===== src/rtl/opsched_pkg.sv =====
package opsched_pkg;
  localparam int NUM_OPS      = 14;
  localparam int FIRST_BUS_OP = 2;

  localparam int OP_SP_STW  = 0;
  localparam int OP_AP_STW  = 1;
  localparam int OP_INB_CMP = 2;
  localparam int OP_ORD_HI  = 3;
  localparam int OP_ORD_LO  = 4;
  localparam int OP_ORD_CMP = 5;
  localparam int OP_SP_MOV  = 6;
  localparam int OP_AP_MOV  = 7;
  localparam int OP_SP_CMP  = 8;
  localparam int OP_AP_CMP  = 9;
  localparam int OP_DMA_WR  = 10;
  localparam int OP_RCV     = 11;
  localparam int OP_XMT     = 12;
  localparam int OP_DMA_XMT = 13;

  // Resource profile of one operation class
  typedef struct packed {
    logic       bus;   // uses the shared data bus
    logic       open;  // bus hold length learned after grant
    logic       rd;    // bus direction: 1 = SRAM read
    logic       st;    // touches internal state port at grant+2
    logic [1:0] ofs;   // first bus cycle relative to grant
    logic [1:0] len;   // bus cycles held
  } op_prof_t;

  function automatic op_prof_t op_prof(input int k);
    op_prof_t p;
    p = '0;
    case (k)
      OP_INB_CMP, OP_ORD_CMP, OP_SP_CMP, OP_AP_CMP:
        p = '{bus:1'b1, open:1'b0, rd:1'b0, st:1'b1, ofs:2'd1, len:2'd1};
      OP_ORD_HI, OP_ORD_LO:
        p = '{bus:1'b1, open:1'b0, rd:1'b1, st:1'b1, ofs:2'd1, len:2'd2};
      OP_SP_MOV, OP_AP_MOV, OP_DMA_WR:
        p = '{bus:1'b1, open:1'b0, rd:1'b0, st:1'b0, ofs:2'd2, len:2'd2};
      OP_RCV:
        p = '{bus:1'b1, open:1'b0, rd:1'b0, st:1'b1, ofs:2'd1, len:2'd3};
      OP_XMT:
        p = '{bus:1'b1, open:1'b1, rd:1'b1, st:1'b1, ofs:2'd1, len:2'd0};
      OP_DMA_XMT:
        p = '{bus:1'b1, open:1'b0, rd:1'b1, st:1'b0, ofs:2'd1, len:2'd3};
      default: p = '0;
    endcase
    return p;
  endfunction
endpackage


===== src/rtl/opsched_window.sv =====
module opsched_window
  import opsched_pkg::*;
#(
  parameter int LOOK = 3,
  parameter int LW   = 4
) (
  input  logic            clk,
  input  logic            rst_n,
  input  logic            gv,
  input  op_prof_t        gp,
  input  logic            tx_len_vld,
  input  logic [LW-1:0]   tx_len,
  input  logic [LOOK-1:0] ext_hold,
  output logic [LOOK:0]   occ,
  output logic [LOOK:0]   rdr,
  output logic [LOOK:0]   wrr,
  output logic            tx_open,
  output logic            bus_busy,
  output logic            bus_rd
);
  // slot i of the window is cycle now+i
  logic [LOOK:0]  wb_q, wb_d, rb_q, rb_d, wb_sh, rb_sh, hit, txcov;
  logic [1:0]     ph_q, ph_d;
  logic [LW-1:0]  left_q, left_d;
  logic           ph_en, left_en, prev_rd_q;
  logic           unused_st;

  assign unused_st = gp.st;
  assign tx_open   = (ph_q != 2'd0);

  always_comb begin
    for (int i = 0; i <= LOOK; i++) begin
      txcov[i] = tx_open || (int'(left_q) > i);
      rdr[i]   = (wb_q[i] & rb_q[i]) | txcov[i];
      wrr[i]   = wb_q[i] & ~rb_q[i];
    end
    occ[0] = wb_q[0] | txcov[0];
    for (int i = 1; i <= LOOK; i++) begin
      occ[i] = wb_q[i] | txcov[i] | ext_hold[i-1];
    end
  end

  assign bus_busy = wb_q[0] | txcov[0];
  assign bus_rd   = (wb_q[0] & rb_q[0]) | txcov[0];

  // Window advance plus new reservation
  assign wb_sh = {1'b0, wb_q[LOOK:1]};
  assign rb_sh = {1'b0, rb_q[LOOK:1] & wb_q[LOOK:1]};

  always_comb begin
    for (int j = 0; j <= LOOK; j++) begin
      hit[j]  = gv && gp.bus && !gp.open &&
                (j + 1 >= int'(gp.ofs)) &&
                (j + 1 <= int'(gp.ofs) + int'(gp.len) - 1);
      wb_d[j] = wb_sh[j] | hit[j];
      rb_d[j] = rb_sh[j] | (hit[j] & gp.rd);
    end
  end

  // Open-ended transmit tracking
  always_comb begin
    ph_d   = ph_q;
    left_d = left_q;
    case (ph_q)
      2'd0:    if (gv && gp.open) ph_d = 2'd1;
      2'd1:    ph_d = 2'd2;
      default: if (tx_len_vld) ph_d = 2'd0;
    endcase
    if (ph_q == 2'd2 && tx_len_vld) left_d = tx_len - LW'(2);
    else if (left_q != '0)          left_d = left_q - LW'(1);
  end

  assign ph_en   = tx_open | (gv & gp.open);
  assign left_en = (ph_q == 2'd2 && tx_len_vld) || (left_q != '0);

  always_ff @(posedge clk or negedge rst_n) begin
    if (!rst_n) begin
      wb_q      <= '0;
      rb_q      <= '0;
      ph_q      <= 2'd0;
      left_q    <= '0;
      prev_rd_q <= 1'b0;
    end else begin
      wb_q      <= wb_d;
      rb_q      <= rb_d;
      prev_rd_q <= bus_busy & bus_rd;
      if (ph_en)   ph_q   <= ph_d;
      if (left_en) left_q <= left_d;
    end
  end

  assert_turnaround_R5: assert property (@(posedge clk) disable iff (!rst_n)
    prev_rd_q |-> !(bus_busy && !bus_rd));

  assert_len_slot_R6: assert property (@(posedge clk) disable iff (!rst_n)
    tx_len_vld |-> (ph_q == 2'd2 && tx_len >= LW'(2)));
endmodule


===== src/rtl/opsched_pick.sv =====
module opsched_pick
  import opsched_pkg::*;
#(
  parameter int LOOK = 3
) (
  input  logic               en,
  input  logic [NUM_OPS-1:0] req,
  input  logic [LOOK:0]      occ,
  input  logic [LOOK:0]      rdr,
  input  logic [LOOK:0]      wrr,
  input  logic               wr_ok,
  output logic [NUM_OPS-1:0] gnt,
  output logic               bus_gv,
  output op_prof_t           bus_prof
);
  logic [NUM_OPS-1:FIRST_BUS_OP] fit, elig, gsel;
  logic unused_slots;

  assign unused_slots = ^{occ[0], rdr, wrr};

  for (genvar k = FIRST_BUS_OP; k < NUM_OPS; k++) begin : g_fit
    localparam op_prof_t P = op_prof(k);
    localparam int S = int'(P.ofs);
    localparam int E = int'(P.ofs) + int'(P.len) - 1;
    if (P.open) begin : g_open
      assign fit[k] = ~|occ[LOOK:1];
    end else begin : g_fixed
      logic free, turn_ok;
      always_comb begin
        free = 1'b1;
        for (int i = 1; i <= LOOK; i++) begin
          if (i >= S && i <= E && occ[i]) free = 1'b0;
        end
      end
      if (!P.rd) begin : g_wr
        assign turn_ok = ~rdr[S-1];
      end else if (E + 1 <= LOOK) begin : g_rd
        assign turn_ok = ~wrr[E+1];
      end else begin : g_rd_end
        assign turn_ok = 1'b1;
      end
      assign fit[k] = free & turn_ok;
    end
  end

  assign elig = req[NUM_OPS-1:FIRST_BUS_OP] & fit & {(NUM_OPS-FIRST_BUS_OP){en}};

  always_comb begin
    gsel     = '0;
    bus_prof = '0;
    for (int k = NUM_OPS - 1; k >= FIRST_BUS_OP; k--) begin
      if (elig[k]) begin
        gsel    = '0;
        gsel[k] = 1'b1;
        bus_prof = op_prof(k);
      end
    end
  end

  assign bus_gv = |gsel;
  assign gnt    = {gsel,
                   en & wr_ok & req[OP_AP_STW] & ~req[OP_SP_STW],
                   en & wr_ok & req[OP_SP_STW]};
endmodule


===== src/rtl/opsched_port.sv =====
module opsched_port (
  input  logic clk,
  input  logic rst_n,
  input  logic bo_st_g,
  input  logic wr_g,
  input  logic wr_src_i,
  output logic port_bo_go,
  output logic port_wr_go,
  output logic port_wr_src,
  output logic wr_stall,
  output logic wr_ok
);
  logic s1_q, s2_q, pend_q, pend_d, src_q, src_d;

  assign port_bo_go  = s2_q;
  assign port_wr_go  = pend_q & ~s2_q;
  assign wr_stall    = pend_q & s2_q;
  assign port_wr_src = src_q & port_wr_go;
  assign wr_ok       = ~pend_q | port_wr_go;

  always_comb begin
    pend_d = pend_q;
    src_d  = src_q;
    if (port_wr_go) pend_d = 1'b0;
    if (wr_g) begin
      pend_d = 1'b1;
      src_d  = wr_src_i;
    end
  end

  always_ff @(posedge clk or negedge rst_n) begin
    if (!rst_n) begin
      s1_q   <= 1'b0;
      s2_q   <= 1'b0;
      pend_q <= 1'b0;
      src_q  <= 1'b0;
    end else begin
      s1_q   <= bo_st_g;
      s2_q   <= s1_q;
      pend_q <= pend_d;
      if (wr_g) src_q <= src_d;
    end
  end

  assert_stall_retry_R8: assert property (@(posedge clk) disable iff (!rst_n)
    wr_stall |=> (port_wr_go || wr_stall));
endmodule


===== src/rtl/lookahead_op_sched.sv =====
module lookahead_op_sched
  import opsched_pkg::*;
#(
  parameter int LOOK    = 3,
  parameter int TXLEN_W = 4
) (
  input  logic               clk,
  input  logic               rst_n,
  input  logic [NUM_OPS-1:0] req_i,
  input  logic [LOOK-1:0]    ext_hold_i,
  input  logic               tx_len_vld_i,
  input  logic [TXLEN_W-1:0] tx_len_i,
  output logic [NUM_OPS-1:0] gnt_o,
  output logic               port_bo_go_o,
  output logic               port_wr_go_o,
  output logic               port_wr_src_o,
  output logic               wr_stall_o,
  output logic               bus_busy_o,
  output logic               bus_rd_o
);
  logic [1:0]    rs_q;
  logic          rst_q;
  logic [LOOK:0] occ, rdr, wrr;
  logic          tx_open, bus_gv, wr_ok, bo_st_g, wr_g;
  op_prof_t      bus_prof;

  // Reset asserts at once, releases on the clock
  always_ff @(posedge clk or negedge rst_n) begin
    if (!rst_n) rs_q <= 2'b00;
    else        rs_q <= {rs_q[0], 1'b1};
  end
  assign rst_q = rs_q[1];

  opsched_window #(.LOOK(LOOK), .LW(TXLEN_W)) u_win (
    .clk(clk), .rst_n(rst_q), .gv(bus_gv), .gp(bus_prof),
    .tx_len_vld(tx_len_vld_i), .tx_len(tx_len_i), .ext_hold(ext_hold_i),
    .occ(occ), .rdr(rdr), .wrr(wrr), .tx_open(tx_open),
    .bus_busy(bus_busy_o), .bus_rd(bus_rd_o)
  );

  opsched_pick #(.LOOK(LOOK)) u_pick (
    .en(rst_q), .req(req_i), .occ(occ), .rdr(rdr), .wrr(wrr),
    .wr_ok(wr_ok), .gnt(gnt_o), .bus_gv(bus_gv), .bus_prof(bus_prof)
  );

  assign bo_st_g = bus_gv & bus_prof.st;
  assign wr_g    = gnt_o[OP_SP_STW] | gnt_o[OP_AP_STW];

  opsched_port u_port (
    .clk(clk), .rst_n(rst_q), .bo_st_g(bo_st_g), .wr_g(wr_g),
    .wr_src_i(gnt_o[OP_AP_STW]), .port_bo_go(port_bo_go_o),
    .port_wr_go(port_wr_go_o), .port_wr_src(port_wr_src_o),
    .wr_stall(wr_stall_o), .wr_ok(wr_ok)
  );

  assert_bus_onehot_R2: assert property (@(posedge clk) disable iff (!rst_q)
    $onehot0(gnt_o[NUM_OPS-1:FIRST_BUS_OP]));

  assert_sp_rank_R3: assert property (@(posedge clk) disable iff (!rst_q)
    gnt_o[OP_AP_STW] |-> !req_i[OP_SP_STW]);

  assert_tx_hold_R6: assert property (@(posedge clk) disable iff (!rst_q)
    tx_open |-> !bus_gv);

  assert_port_lat_R7: assert property (@(posedge clk) disable iff (!rst_q)
    bo_st_g |-> ##2 port_bo_go_o);
endmodule


===== config.mk =====
export PLATFORM = sky130hd
export DESIGN_NAME = lookahead_op_sched
export DESIGN_NICKNAME = d
export VERILOG_FILES = /design/src/rtl/opsched_pkg.sv /design/src/rtl/opsched_window.sv /design/src/rtl/opsched_pick.sv /design/src/rtl/opsched_port.sv /design/src/rtl/lookahead_op_sched.sv
export SDC_FILE = /design/constraint.sdc
export NUM_CORES = 1
export LEC_CHECK = 0
export ABC_CLOCK_PERIOD_IN_PS = 3800
export BUFFER_PORTS_ARGS = -buffer_cell sky130_fd_sc_hd__buf_2
export CELL_PAD_IN_SITES_DETAIL_PLACEMENT = 1
export CELL_PAD_IN_SITES_GLOBAL_PLACEMENT = 1
export CORE_MARGIN = 4
export CORE_UTILIZATION = 41
export CTS_CLUSTER_DIAMETER = 80
export DETAILED_ROUTE_END_ITERATION = 12
export GPL_TIMING_DRIVEN = 0
export PLACE_DENSITY = 0.91
export SLEW_MARGIN = 40
export SYNTH_ARGS = -nofsm -noshare
export SYNTH_HDL_FRONTEND = slang
export SYNTH_SLANG_ARGS = --single-unit

===== constraint.sdc =====
create_clock -name clk -period 3.8 [get_ports clk]
set_clock_uncertainty 0.1 [all_clocks]
set_input_delay 0.57 -clock clk [delete_from_list [all_inputs] [get_ports clk]]
set_output_delay 0.57 -clock clk [all_outputs]
set_load 0.01 [all_outputs]

Word level (Yosys, flattened, before mapping)
Cells that the tools add are included.

Register bits after elaboration: 20. Output and inout port bits: 20. Logic and storage cells: 137.

$add $sub $neg: 4. $lt $le $gt $ge: 10. Equal/unequal tests: 3. Muxes and demuxes: 36. Bitwise gates (word level): 48. Reduce and logical (&&, ||, !) cells: 27.

Operators by type and width (count): $mux W12 (12); $mux W8 (12); $le A3 B32 Y1 const A (2); $le A2 B32 Y1 const A (1); $le A4 B32 Y1 const A (1); $sub A32 B2 Y32 const B (1); $and A12 B12 Y12 (2); $and A1 B1 Y1 (20); $or A1 B1 Y1 (18); $reduce_or A12 Y1 (1); $logic_and A1 B1 Y1 (10); $gt A4 B1 Y1 const B (2); $gt A4 B2 Y1 const B (2); $mux W4 (2); $mux W1 (7); $not A1 Y1 (7); $reduce_bool A2 Y1 (3); $logic_or A1 B1 Y1 (5); $mux W2 (2); $pmux W2 S2 (1); $reduce_bool A4 Y1 (1); $sub A4 B1 Y4 const B (1); $sub A4 B2 Y4 const B (1); $add A2 B2 Y3 (1); other kinds (12) (13).

Depth between registers and ports, before layout
Gate-level depths: netlist (run 1).

Word-level depth: 29. Mapped depth: 16. Gate-level depth less buffers: 15.

Cells and area by module
Synthesis (run 1) repeated with hierarchy kept, for this count alone.

Cells, all modules: 176. Area, all modules: 1602.8 µm².

Modules (own cells, without submodules): opsched_window (times used 1, cells an instance 102, area an instance 964.7 µm², seq. area each 350.3 µm²); opsched_pick (times used 1, cells an instance 59, area an instance 422.9 µm², seq. area each 0.0 µm²); opsched_port (times used 1, cells an instance 10, area an instance 148.9 µm², seq. area each 100.1 µm²); lookahead_op_sched (times used 1, cells an instance 5, area an instance 66.3 µm², seq. area each 50.0 µm²).

Worst setup path after synthesis (run 1)
Ideal clock, no wire load.

Path type: reg2reg. Start: register rs_q[1]. End: register u_win.rb_q[1]. Library setup time: 130 ps. Arrival time: 3488 ps. Data required time: 3570 ps. Setup slack: 83 ps. Cell stages (with the launch flop): 13. Buffers on the path: 0. Clock period less this slack: 3717 ps. Cells stage by stage: dfrtp_1 nor3b_2 o211ai_1 or3_1 and2_4 a32o_1 ha_1 fa_1 nor2_1 ha_1 a41o_1 o31ai_1 o21ai_1.

Longest elaborated chain between the ends: 20. Elaborated cells between the ends (all ways): 37. Classes of those cells: add/sub (2); order compare (2); mux (24); bitwise (3); reduce/logical (6).

Ends and longest elaborated chain: start: declaration (line lookahead_op_sched.sv:21) `logic [1:0] rs_q;`; start signal: assignment (line lookahead_op_sched.sv:30) `else rs_q <= {rs_q[0], 1'b1};`; $and A12 B12 Y12 (*) (line opsched_pick.sv:46) `assign elig = req[NUM_OPS-1:FIRST_BUS_OP] & fit & {(NUM_OPS-FIRST_BUS_OP){en}};`; branches (longest 17 deep; another with $mux W8); $and A1 B1 Y1 (*) (line opsched_window.sv:56) `rb_d[j] = rb_sh[j] | (hit[j] & gp.rd);`; $or A1 B1 Y1 (*) (line opsched_window.sv:56); via u_win.rb_d[1] (line opsched_window.sv:22) `logic [LOOK:0] wb_q, wb_d, rb_q, rb_d, wb_sh, rb_sh, hit, txcov;`; end signal: assignment (line opsched_window.sv:85) `rb_q <= rb_d;`; end: declaration (line opsched_window.sv:22).

Mark *: on every way through the listed nets, which the timed path passes. A chain may end at the register's enable or synchronous reset.

Worst setup path in the final report (run 1)
Start: register u_win.left_q[1]. End: register u_win.rb_q[1].

Longest elaborated chain between the ends: 28. Elaborated cells between the ends (all ways): 67. Classes of those cells: add/sub (2); order compare (6); mux (29); bitwise (18); reduce/logical (12).

Ends and longest elaborated chain: start: declaration (line opsched_window.sv:24) `logic [LW-1:0] left_q, left_d;`; start signal: assignment (line opsched_window.sv:88) `if (left_en) left_q <= left_d;`; $gt A4 B1 Y1 (line opsched_window.sv:33) `txcov[i] = tx_open || (int'(left_q) > i);`; $logic_or A1 B1 Y1 (line opsched_window.sv:33); $or A1 B1 Y1 (2 in a row) (line opsched_window.sv:39) `occ[i] = wb_q[i] | txcov[i] | ext_hold[i-1];`; $mux W1 (3 in a row) (line opsched_pick.sv:32) `if (i >= S && i <= E && occ[i]) free = 1'b0;`; $and A12 B12 Y12 (*) (2 in a row) (line opsched_pick.sv:46); branches (longest 17 deep; another with $mux W8); $and A1 B1 Y1 (*) (line opsched_window.sv:56); $or A1 B1 Y1 (*) (line opsched_window.sv:56); via u_win.rb_d[1] (line opsched_window.sv:22).

Marked as above.

==> results by group, run 1 <==
Critical path
  • CP cell instances: inv_2, ha_2, buf_4, o211ai_1, or3_1, and2_4, a32o_1, ha_1, fa_2, nor2_1, ha_1, a41o_1, o31ai_1, o21ai_1
  • Critical Path Most Common Cell: ha_1
  • Cell family with most CP delay: adder cells
  • Worst R2R End: u_win.rb_q[1]$_DFF_PN0_
  • Reg2Reg Depth: 14
  • Critical path's slowest cell: fa_2
  • Setup Crit Path Kind: flip-flop to flip-flop
  • Worst reg2reg startpoint: u_win.left_q[1]$_DFFE_PN0P_
  • CP Buf/Inv Count: 2
  • R2R Setup Slk: 140 ps
  • CP Capture Type: flip-flop
  • Startpoint types: flip-flop
  • CP arrival: 3700 ps
  • CP max FO: 10
  • Critical path data required time: 3840 ps
  • Crit-path max cell delay: 570 ps

Job
  • # Max-Cap Violations: 0

Min path
  • Hold WC Path Type: flip-flop to async pin

Global routing
  • Vias in the first global route: 1548
  • Global-route wire length before repair: 7.31 mm
  • Antenna violations before repair: 0
  • Largest net degree at the start of global routing: 24
  • GR Util All Layers: 0.210
  • Global route overflow: 0

Logic synthesis
  • Seq cells post-synth: 20
  • Post-synth top area share: 0.330
  • Ranking of synthesized cells by area: dfrtp_1, ha_1, nor2_1, inv_1, nand2_1
  • EDFF count, synth: 0
  • Most numerous cell in the Yosys netlist: dfrtp_1
  • Most frequent cells after synthesis: dfrtp_1, nor2_1, inv_1, nand2_1
  • Mapped Area: 1520 um2
  • Yosys cell types: 54
  • Ys flop type: dfrtp_1
  • Cell count after synthesis: 173
  • Fraction of registers with async set/reset: 1.00
  • Synth Area per Inst: 8.76 um2
  • Syn Nets: 204
  • Yosys warning count: 0
  • Register area share after synthesis: 0.330
  • Yosys top cell by area: dfrtp_1

Drt
  • Avg Vias per Cell: 5.53
  • Drt wl/cell: 17.4 um
  • Antenna Violating Nets Remaining: 0
  • WL met1: 2.00 mm
  • Routed wl met2: 2.35 mm
  • DR WL met3: 291 um
  • Max Used Layer: met4
  • Initial DRT Pass Iterations: 4
  • Routed wire length: 4.74 mm
  • Vias: 1510
  • Starting DRT DRC Count: 109
  • DRC: 0

Placement
  • Worst slack at placement: -451 ps
  • Port-buffer cells: 43
  • Dpl hpwl: 3.66 mm
  • Placed Instances: 262
  • GPL Wtd Cong: 0.935
  • Placed Area: 1790 um2

STA
  • Fin. Hold Viols: 0
  • Max Freq: 273 MHz
  • Period Utilization, post-route: 0.963
  • Final min period: 3660 ps
  • Final setup viols: 0
  • Worst-Margin Slew: 579 ps
  • Final Max Tran Viols: 0
  • Post-route setup slack: 140 ps
  • Rel. slew slack: 0.611

CTS
  • Clk Latency, worst-skew pair: 270 ps
  • H-tree depth: 1
  • CTS root buf: clkbuf_8
  • CTS tree: done
  • CTS buffer count: 3
  • Clk buf depth: 2
  • Clk sinks: 20
  • CTS clk-pin slew, worst paths: 70 ps

Layout
  • Area growth, synth to finish: 30.1%
  • Number of nets in the layout: 259
  • Design area: 1970 um2
  • Final cell count without fillers: 273
  • Diode count: 0
  • Ratio of cells with drive above 1 in the final layout: 0.357

Die
  • Starting Density: 0.440
  • IO Count: 44
  • Die area: 4730 um2
  • Die Y: 68.8 um
  • Core box area: 3440 um2
  • Row count: 21
  • Die width: 68.8 um

Pwr
  • Leak Pwr: 0.000982 uW
  • Power share of the combinational group: 0.490
  • Total internal power: 525 uW
  • Switching component of the power: 385 uW
  • Sw Share: 0.423
  • Pwr dens: 461 nW/um2
  • Seq pwr share: 0.330
  • Maximum VDD drop: 0.388 mV
  • Clk pwr share: 0.180

Outcome
  • Status: finished clean
[area by class of cell]
class	count	area, um2
clock buffer	4	55.1
inverter	13	48.8
buffer	3	20.0
tap	46	57.6
timing repair buffer	50	274
multi-input combinational	137	1010
fill	421	1470
sequential	20	504
[worst max-delay path by stage]
stage	from	to	slack, ps	cells past startpoint
CTS	rs_q[1]$_DFF_PN0_	u_win.rb_q[3]$_DFF_PN0_	40	12
detailed placement	rs_q[1]$_DFF_PN0_	u_win.rb_q[1]$_DFF_PN0_	-450	12
finish	u_win.left_q[1]$_DFFE_PN0P_	u_win.rb_q[1]$_DFF_PN0_	140	14
floorplan	rs_q[1]$_DFF_PN0_	u_win.rb_q[1]$_DFF_PN0_	80	12
global route	u_win.left_q[1]$_DFFE_PN0P_	u_win.rb_q[1]$_DFF_PN0_	-70	14
global placement	rs_q[1]$_DFF_PN0_	u_win.rb_q[1]$_DFF_PN0_	-400	12
[logic make-up after synthesis]
family,share of synthesized area
compound gates,0.235
xor+xnor,0.0116
fa+ha+maj,0.0628
buf+inv,0.0429
flops,0.330
mux,0.00743
other cells,0.00247
simple gates,0.308
[through the flow]
step	total power [uW]	setup TNS, ps	hold slack, ps	utilization
5_1_grt	973	-98.5	79.4	0.573
6_report	909	0	64.3	0.573
3_3_place_gp	639	-1600	234	0.519
4_1_cts	858	0	122	0.546
3_5_place_dp	666	-1970	247	0.519
2_1_floorplan	546	0	161	-
[cells in the final DEF (no fill, tap or decap), drive strengths merged, types with 6 or more instances in the layout]
| master | count |
|---|---|
| a21oi | 9 |
| buf | 52 |
| dfrtp | 20 |
| ha | 6 |
| inv | 13 |
| nand2 | 13 |
| nand3 | 7 |
| nor2 | 18 |
| nor3 | 9 |
| o21ai | 11 |
[sequential cells by signal (all words and copies together), names as in the netlist]
signal             count
u_win.ph_q             2
u_port.s1_q            1
u_win.rb_q             4
rs_q                   2
u_win.wb_q             4
u_port.port_bo_go      1
u_port.src_q           1
u_port.pend_q          1
u_win.left_q           4
[repair_timing]
item	CTS	global route
gates resized for setup	6	14
pin swaps	0	4
hold buffers	1	0
buffers inserted	0	6
setup endpoints to repair	6	4
endpoints found under the hold margin	2	0
[power by group through the flow]
stage                     Combinational (uW)  Clock (uW)  Sequential, uW
final                                    446         163             300
after detailed placement                 375           0             290
after global placement                   353           0             286
after floorplan                          266           0             280
after CTS                                391         171             297
after global routing                     488         180             305
[worst register-to-register path, delay by kind of cell, from the launching register on]
kind,cells,cell delay (ps)
flops,1,430
fa+ha+maj,4,1260
buf+inv,2,270
compound gates,5,880
simple gates,3,600
[per-layer routing]
metal,GRT usage,vias up
li1,-,739
met1,0.255,710
met2,0.373,50
met3,0.0308,11
met4,0.0754,0
met5,0,-
No activity file was read; power rests on OpenSTA's default activity.
==> run 2, diff against run 1 <==
Settings changed: ABC_CLOCK_PERIOD_IN_PS 3800 to 4080, CORE_UTILIZATION 41 to 38, PLACE_DENSITY 0.91 to 0.86, SLEW_MARGIN 40 to default.
Clock period 3.8 ns to 4.08 ns, I/O delays scaled along.
==> run 2 against run 1 <==
Compared with the run above: utilization fell by 7.0 points; maximum frequency fell by 5.3%; final cell count fell by 1.5%; sequential cell count did not move; highest routed layer unchanged; sequential share of layout area rose by 1.2 points; register-to-register slack improved by 70 ps; final area fell by 4.5%; via count rose by 1.9%; die area rose by 7.0%; total power fell by 9.7%; critical path depth did not move; first-iteration DRC count fell by 19%; largest cell class unchanged.
==> results by group, run 2 (synthesis results as in run 1) <==
Outcome
  • Status: finished clean

Critical path
  • CP cell instances: inv_1, ha_1, o2bb2ai_1, nor4_2, o211ai_2, and2_4, a32o_1, ha_1, fa_1, nor2_1, ha_1, a41o_1, o31ai_1, o21ai_1
  • Crit-path max cell delay: 570 ps (about the same)
  • Setup Crit Path Kind: flip-flop to flip-flop
  • CP Capture Type: flip-flop
  • Startpoint types: flip-flop
  • CP max FO: 5 (-5)
  • Reg2Reg Depth: 14 (unchanged)
  • Critical path's slowest cell: fa_1
  • Critical Path Most Common Cell: ha_1
  • Worst reg2reg startpoint: u_win.left_q[1]$_DFFE_PN0P_
  • CP arrival: 3910 ps (+210 ps)
  • Setup crit start: u_win.left_q[1]$_DFFE_PN0P_
  • Critical path data required time: 4120 ps (+280 ps)

Job
  • # Max-Cap Violations: 0 (unchanged)

Placement
  • Dpl hpwl: 3.66 mm (about the same)
  • Worst slack at placement: -133 ps (+318 ps)
  • Placed Instances: 264 (+0.76%)
  • Port-buffer cells: 43 (unchanged)
  • GPL Wtd Cong: 0.914 (-2.2%)

STA
  • Period Utilization, post-route: 0.948 (-0.0155)
  • Fin Setup TNS: 0 ps (unchanged)
  • Worst-Margin Slew: 604 ps (+24.7 ps)
  • Max Freq: 259 MHz (-5.3%)
  • Rel. slew slack: 0.596 (-0.0153)
  • Final setup viols: 0 (unchanged)
  • Final min period: 3870 ps (+207 ps)
  • Post-route setup slack: 213 ps (+73.4 ps)
  • Fin. Hold Viols: 0 (unchanged)
  • Hold WS: 116 ps (+51.5 ps)
  • Final Max Tran Viols: 0 (unchanged)
  • Unrepaired setup endpoints after global routing: false

Layout
  • Number of nets in the layout: 253 (-2.3%)
  • Most frequent cells in the layout: buf_2, dfrtp_1, nor2_1
  • Area growth, synth to finish: 24.3%
  • Diode count: 0 (unchanged)
  • Ratio of cells with drive above 1 in the final layout: 0.303 (-0.0537)
  • Final core utilization: 0.503 (-0.0699)
  • Fillers: 485 (+15%)
  • Final cell count without fillers: 269 (-1.5%)
  • Top Registers: u_win.left_q (4), u_win.rb_q (4), u_win.wb_q (4)
  • Commonest non-fill, non-tap cell in the layout: buf_2

CTS
  • # Post-CTS Setup Buffers: 0 (unchanged)
  • CTS tree: done
  • Clk sinks: 20 (unchanged)
  • Clk Latency, worst-skew pair: 260 ps (about the same)
  • Clk buf depth: 2 (unchanged)
  • CTS buffer count: 3 (unchanged)
  • CTS root buf: clkbuf_8
  • H-tree depth: 1 (unchanged)
  • CTS clk-pin slew, worst paths: 80 ps (about the same)

Die
  • Starting Density: 0.405 (-0.0355)
  • Core box area: 3740 um2 (+8.8%)
  • Die Y: 71.1 um (+3.4%)
  • Die width: 71.1 um (+3.4%)
  • Die area: 5060 um2 (+7.0%)
  • IO Count: 44 (unchanged)
  • Row count: 22 (+4.8%)

Pwr
  • Clk pwr share: 0.247 (+0.067)
  • Leak Pwr: 0.000953 uW (-2.9%)
  • Maximum VDD drop: 0.239 mV (-38%)
  • Seq pwr share: 0.326 (-0.004)
  • Total internal power: 497 uW (-5.2%)
  • Switching component of the power: 324 uW (-16%)
  • Sw Share: 0.395 (-0.0285)
  • Power share of the combinational group: 0.427 (-0.063)
  • Pwr dens: 436 nW/um2 (-5.4%)

Drt
  • Avg Vias per Cell: 5.72 (+3.4%)
  • Antenna Violating Nets Remaining: 0 (unchanged)
  • Routed wire length: 4.62 mm (-2.5%)
  • Drt wl/cell: 17.2 um (-1.1%)
  • Vias: 1539 (+1.9%)
  • DRC: 0 (unchanged)
  • Starting DRT DRC Count: 88 (-19%)
  • Initial DRT Pass Iterations: 4 (unchanged)

Global routing
  • Antenna violations before repair: 0 (unchanged)
  • Global route overflow: 0 (unchanged)
  • Global-route wire length before repair: 7.56 mm (+3.4%)
  • GR Util All Layers: 0.187 (-0.0221)
  • Largest net degree at the start of global routing: 24 (unchanged)
  • Vias in the first global route: 1603 (+3.6%)

Min path
  • Hold WC Path Type: flip-flop to async pin
[run 2: cell types whose count changed in the layout (fill, tap and decap cells not counted), sizes merged]
| cell | before | now |
|---|---|---|
| buf | 52 | 45 |
| bufinv | 0 | 1 |
[run 2: repair_timing]
item | CTS | global route
hold endpoints to repair | 0 | 1
pin swaps | 0 | 0
hold buffers | 0 | 1
resized for setup | 1 | 4
endpoints found under the setup margin | 4 | 4
[run 2: layout make-up]
cell class	count	area, um2	area share
Clock inverter	1	30.0	0.0159
Sequential cell	20	504	0.268
Tap cell	48	60.1	0.0319
Clock buffer	3	41.3	0.0219
Timing Repair Buffer	44	225	0.120
Buffer	3	17.5	0.00930
Multi-Input combinational cell	137	956	0.508
Inverter	13	48.8	0.0259
[run 2: worst paths after layout]
check | slack (ps) | end
setup / recovery | 210 | u_win.rb_q[1]$_DFF_PN0_
hold reg to reg | 120 | u_win.ph_q[0]$_DFFE_PN0P_
min in group clk | 250 | u_port.port_bo_go$_DFF_PN0_
hold / removal | 120 | u_win.ph_q[0]$_DFFE_PN0P_
max in group asynchronous | 3220 | rs_q[1]$_DFF_PN0_
setup reg to reg | 210 | u_win.rb_q[1]$_DFF_PN0_
[run 2: power by group through the flow]
stage / registers, uW / logic [uW] / clock network, uW
after floorplan: 261 / 248 / 0
after global placement: 266 / 328 / 0
after detailed placement: 269 / 344 / 0
after CTS: 265 / 348 / 206
after global routing: 272 / 391 / 220
final: 267 / 351 / 203
[run 2: worst max-delay path: cells and delay by family, from the launching register on]
| family | cells | cell delay (ps) |
|---|---|---|
| AOI/OAI and AO/OA | 6 | 1010 |
| adders and majority gates | 4 | 1300 |
| buffers and inverters | 1 | 120 |
| DFF | 1 | 410 |
| and+or+nand+nor | 3 | 790 |
[run 2: layer usage]
| layer | vias up | track usage | routed length [um] |
|---|---|---|---|
| met3 | 11 | 0.0426 | 235 |
| li1 | 724 | - | - |
| met2 | 52 | 0.326 | 2380 |
| met5 | - | 0 | 0 |
| met1 | 752 | 0.225 | 1900 |
| met4 | 0 | 0.0668 | 112 |
[run 2: per-stage QoR]
step	cell area (um2)	power, uW
global route	1880	884
detailed placement	1790	614
global placement	1790	594
CTS	1860	819
floorplan	1520	509
finish	1880	821
==> run 3, diff against run 2 <==
Settings changed: CORE_ASPECT_RATIO from default to 1.5.
==> run 3 against run 2 <==
Compared with the run above: highest routed layer unchanged; sequential share of layout area hardly changed; hold slack worse by 92 ps; sequential power is 3% higher.
==> results by group, run 3 (synthesis results as in run 1) <==
Pwr
  • Switching component of the power: 319 uW (-1.6%)
  • Total internal power: 501 uW (+0.72%)
  • Pwr dens: 435 nW/um2 (-0.14%)
  • Seq pwr share: 0.335 (+0.009)
  • Leak Pwr: 0.000952 uW (-0.12%)
  • Power share of the combinational group: 0.427 (about the same)
  • Sw Share: 0.389 (-0.00562)
  • Clk pwr share: 0.238 (-0.009)
  • Maximum VDD drop: 0.356 mV (+49%)

Drt
  • DRC: 0 (unchanged)
  • Drt wl/cell: 16.5 um (-3.9%)
  • Vias: 1524 (-0.97%)
  • Starting DRT DRC Count: 40 (-55%)
  • Antenna Violating Nets Remaining: 0 (unchanged)
  • Initial DRT Pass Iterations: 4 (unchanged)
  • Avg Vias per Cell: 5.79 (+1.3%)
  • Routed wire length: 4.34 mm (-6.1%)

Layout
  • Area growth, synth to finish: 24.2% (about the same)
  • Ratio of cells with drive above 1 in the final layout: 0.305 (+0.00138)
  • Commonest non-fill, non-tap cell in the layout: buf_2
  • Fillers: 485 (unchanged)
  • Final cell count without fillers: 263 (-2.2%)
  • Diode count: 0 (unchanged)
  • Top Registers: u_win.left_q (4), u_win.rb_q (4), u_win.wb_q (4)
  • Most frequent cells in the layout: buf_2, dfrtp_1, nor2_1
  • Number of nets in the layout: 252 (-0.40%)

Critical path
  • CP max FO: 23 (+18)
  • Startpoint types: flip-flop
  • Critical path data required time: 4110 ps (about the same)
  • CP Capture Type: flip-flop
  • CP arrival: 3790 ps (-120 ps)
  • Setup Crit Path Kind: flip-flop to flip-flop
  • R2R Setup Slk: 320 ps (+110 ps)

CTS
  • Clk buf depth: 2 (unchanged)
  • # Post-CTS Setup Buffers: 0 (unchanged)
  • CTS root buf: clkbuf_8
  • CTS clk-pin slew, worst paths: 70 ps (about the same)
  • Clk sinks: 20 (unchanged)
  • H-tree depth: 1 (unchanged)
  • CTS buffer count: 3 (unchanged)
  • Clk Latency, worst-skew pair: 250 ps (about the same)
  • CTS tree: done

Placement
  • Dpl hpwl: 3.63 mm (-0.83%)
  • GPL Wtd Cong: 0.836 (-8.5%)
  • Port-buffer cells: 43 (unchanged)
  • Placed Instances: 259 (-1.9%)

Die
  • Starting Density: 0.404 (-0.000675)
  • Die area: 5080 um2 (+0.41%)
  • Row count: 27 (+23%)
  • Core box area: 3750 um2 (+0.17%)
  • Die width: 59.6 um (-16%)
  • Die Y: 85.3 um (+20%)
  • IO Count: 44 (unchanged)

STA
  • Hold WS: 23.5 ps (-92.3 ps)
  • Rel. slew slack: 0.621 (+0.0251)
  • Fin Setup TNS: 0 ps (unchanged)
  • Final Max Tran Viols: 0 (unchanged)
  • Period Utilization, post-route: 0.921 (-0.0262)
  • Worst-Margin Slew: 566 ps (-37.5 ps)
  • Fin. Hold Viols: 0 (unchanged)
  • Final min period: 3760 ps (-107 ps)
  • Max Freq: 266 MHz (+2.8%)
  • Final setup viols: 0 (unchanged)
  • Unrepaired setup endpoints after global routing: false

Outcome
  • Status: finished clean

Global routing
  • Global-route wire length before repair: 7.42 mm (-1.9%)
  • Global route overflow: 0 (unchanged)
  • GR Util All Layers: 0.187 (-0.000681)
  • Largest net degree at the start of global routing: 24 (unchanged)
  • Vias in the first global route: 1637 (+2.1%)
  • Antenna violations before repair: 0 (unchanged)

Job
  • # Max-Cap Violations: 0 (unchanged)

Min path
  • Hold WC Path Type: input port to async pin
-- run 3: changes by cell type in the layout (fill, tap and decap cells not counted), sizes merged --
cell and delta:
dlygate4sd3 -1
-- run 3: what timing repair did --
item / in CTS / in global routing
hold buffers: 0 / 0
hold endpoints to repair: 0 / 0
endpoints found under the setup margin: 4 / 4
resized for setup: 2 / 5
pin swaps: 0 / 0
-- run 3: power by group through the flow --
stage | logic [uW] | registers, uW | clock network (uW)
CTS | 346 | 267 | 200
detailed placement | 342 | 268 | 0
finish | 350 | 274 | 195
global placement | 325 | 266 | 0
global route | 403 | 280 | 212
floorplan | 248 | 261 | 0
-- run 3: cell type report --
cell class	instances	area (um2)	area share
clock inverters	1	30.0	0.0160
flip-flops and latches	20	504	0.268
repair buffers	43	215	0.114
inverters	13	48.8	0.0259
multi-input cells	137	971	0.516
plain buffers	3	17.5	0.00931
clock buffers	3	41.3	0.0219
well taps	43	53.8	0.0286
-- run 3: stage by stage --
step | util | cell area, um2 | power (uW) | setup WS [ps]
after floorplan | - | 1520 | 509 | 363
after global placement | 0.476 | 1780 | 591 | -79.3
after detailed placement | 0.476 | 1780 | 611 | -197
after CTS | 0.497 | 1860 | 813 | 118
after global routing | 0.502 | 1880 | 896 | 54.0
final | 0.502 | 1880 | 819 | 320
-- run 3: worst paths after layout --
check	startpoint	cells past startpoint	to
setup / recovery	rs_q[1]$_DFF_PN0_	12	u_win.wb_q[1]$_DFF_PN0_
hold / removal	rst_n	1	rs_q[1]$_DFF_PN0_
setup reg to reg	rs_q[1]$_DFF_PN0_	12	u_win.wb_q[1]$_DFF_PN0_
hold reg to reg	rs_q[1]$_DFF_PN0_	0	u_port.s1_q$_DFF_PN0_
max in group asynchronous	rs_q[1]$_DFF_PN0_	0	u_win.left_q[3]$_DFFE_PN0P_
min in group clk	u_port.s1_q$_DFF_PN0_	0	u_port.port_bo_go$_DFF_PN0_
-- run 3: worst max-delay path, cell delays in order, from the launching register on --
cell and delay, ps:
dfrtp_4 600, nor3b_4 330, o2111ai_1 310, o21ai_0 320, nand2b_1 150, a32o_1 240, ha_1 190, fa_1 570
nor2_1 80, ha_1 300, a41o_1 240, o31ai_1 100, nand2b_1 110
-- run 3: per-layer routing --
metal,GRT usage,up-vias,part of all wire
met4,0.0968,0,0.032
li1,-,728,-
met3,0.0137,12,0.036
met1,0.198,740,0.37
met2,0.349,44,0.56
met5,0,-,0
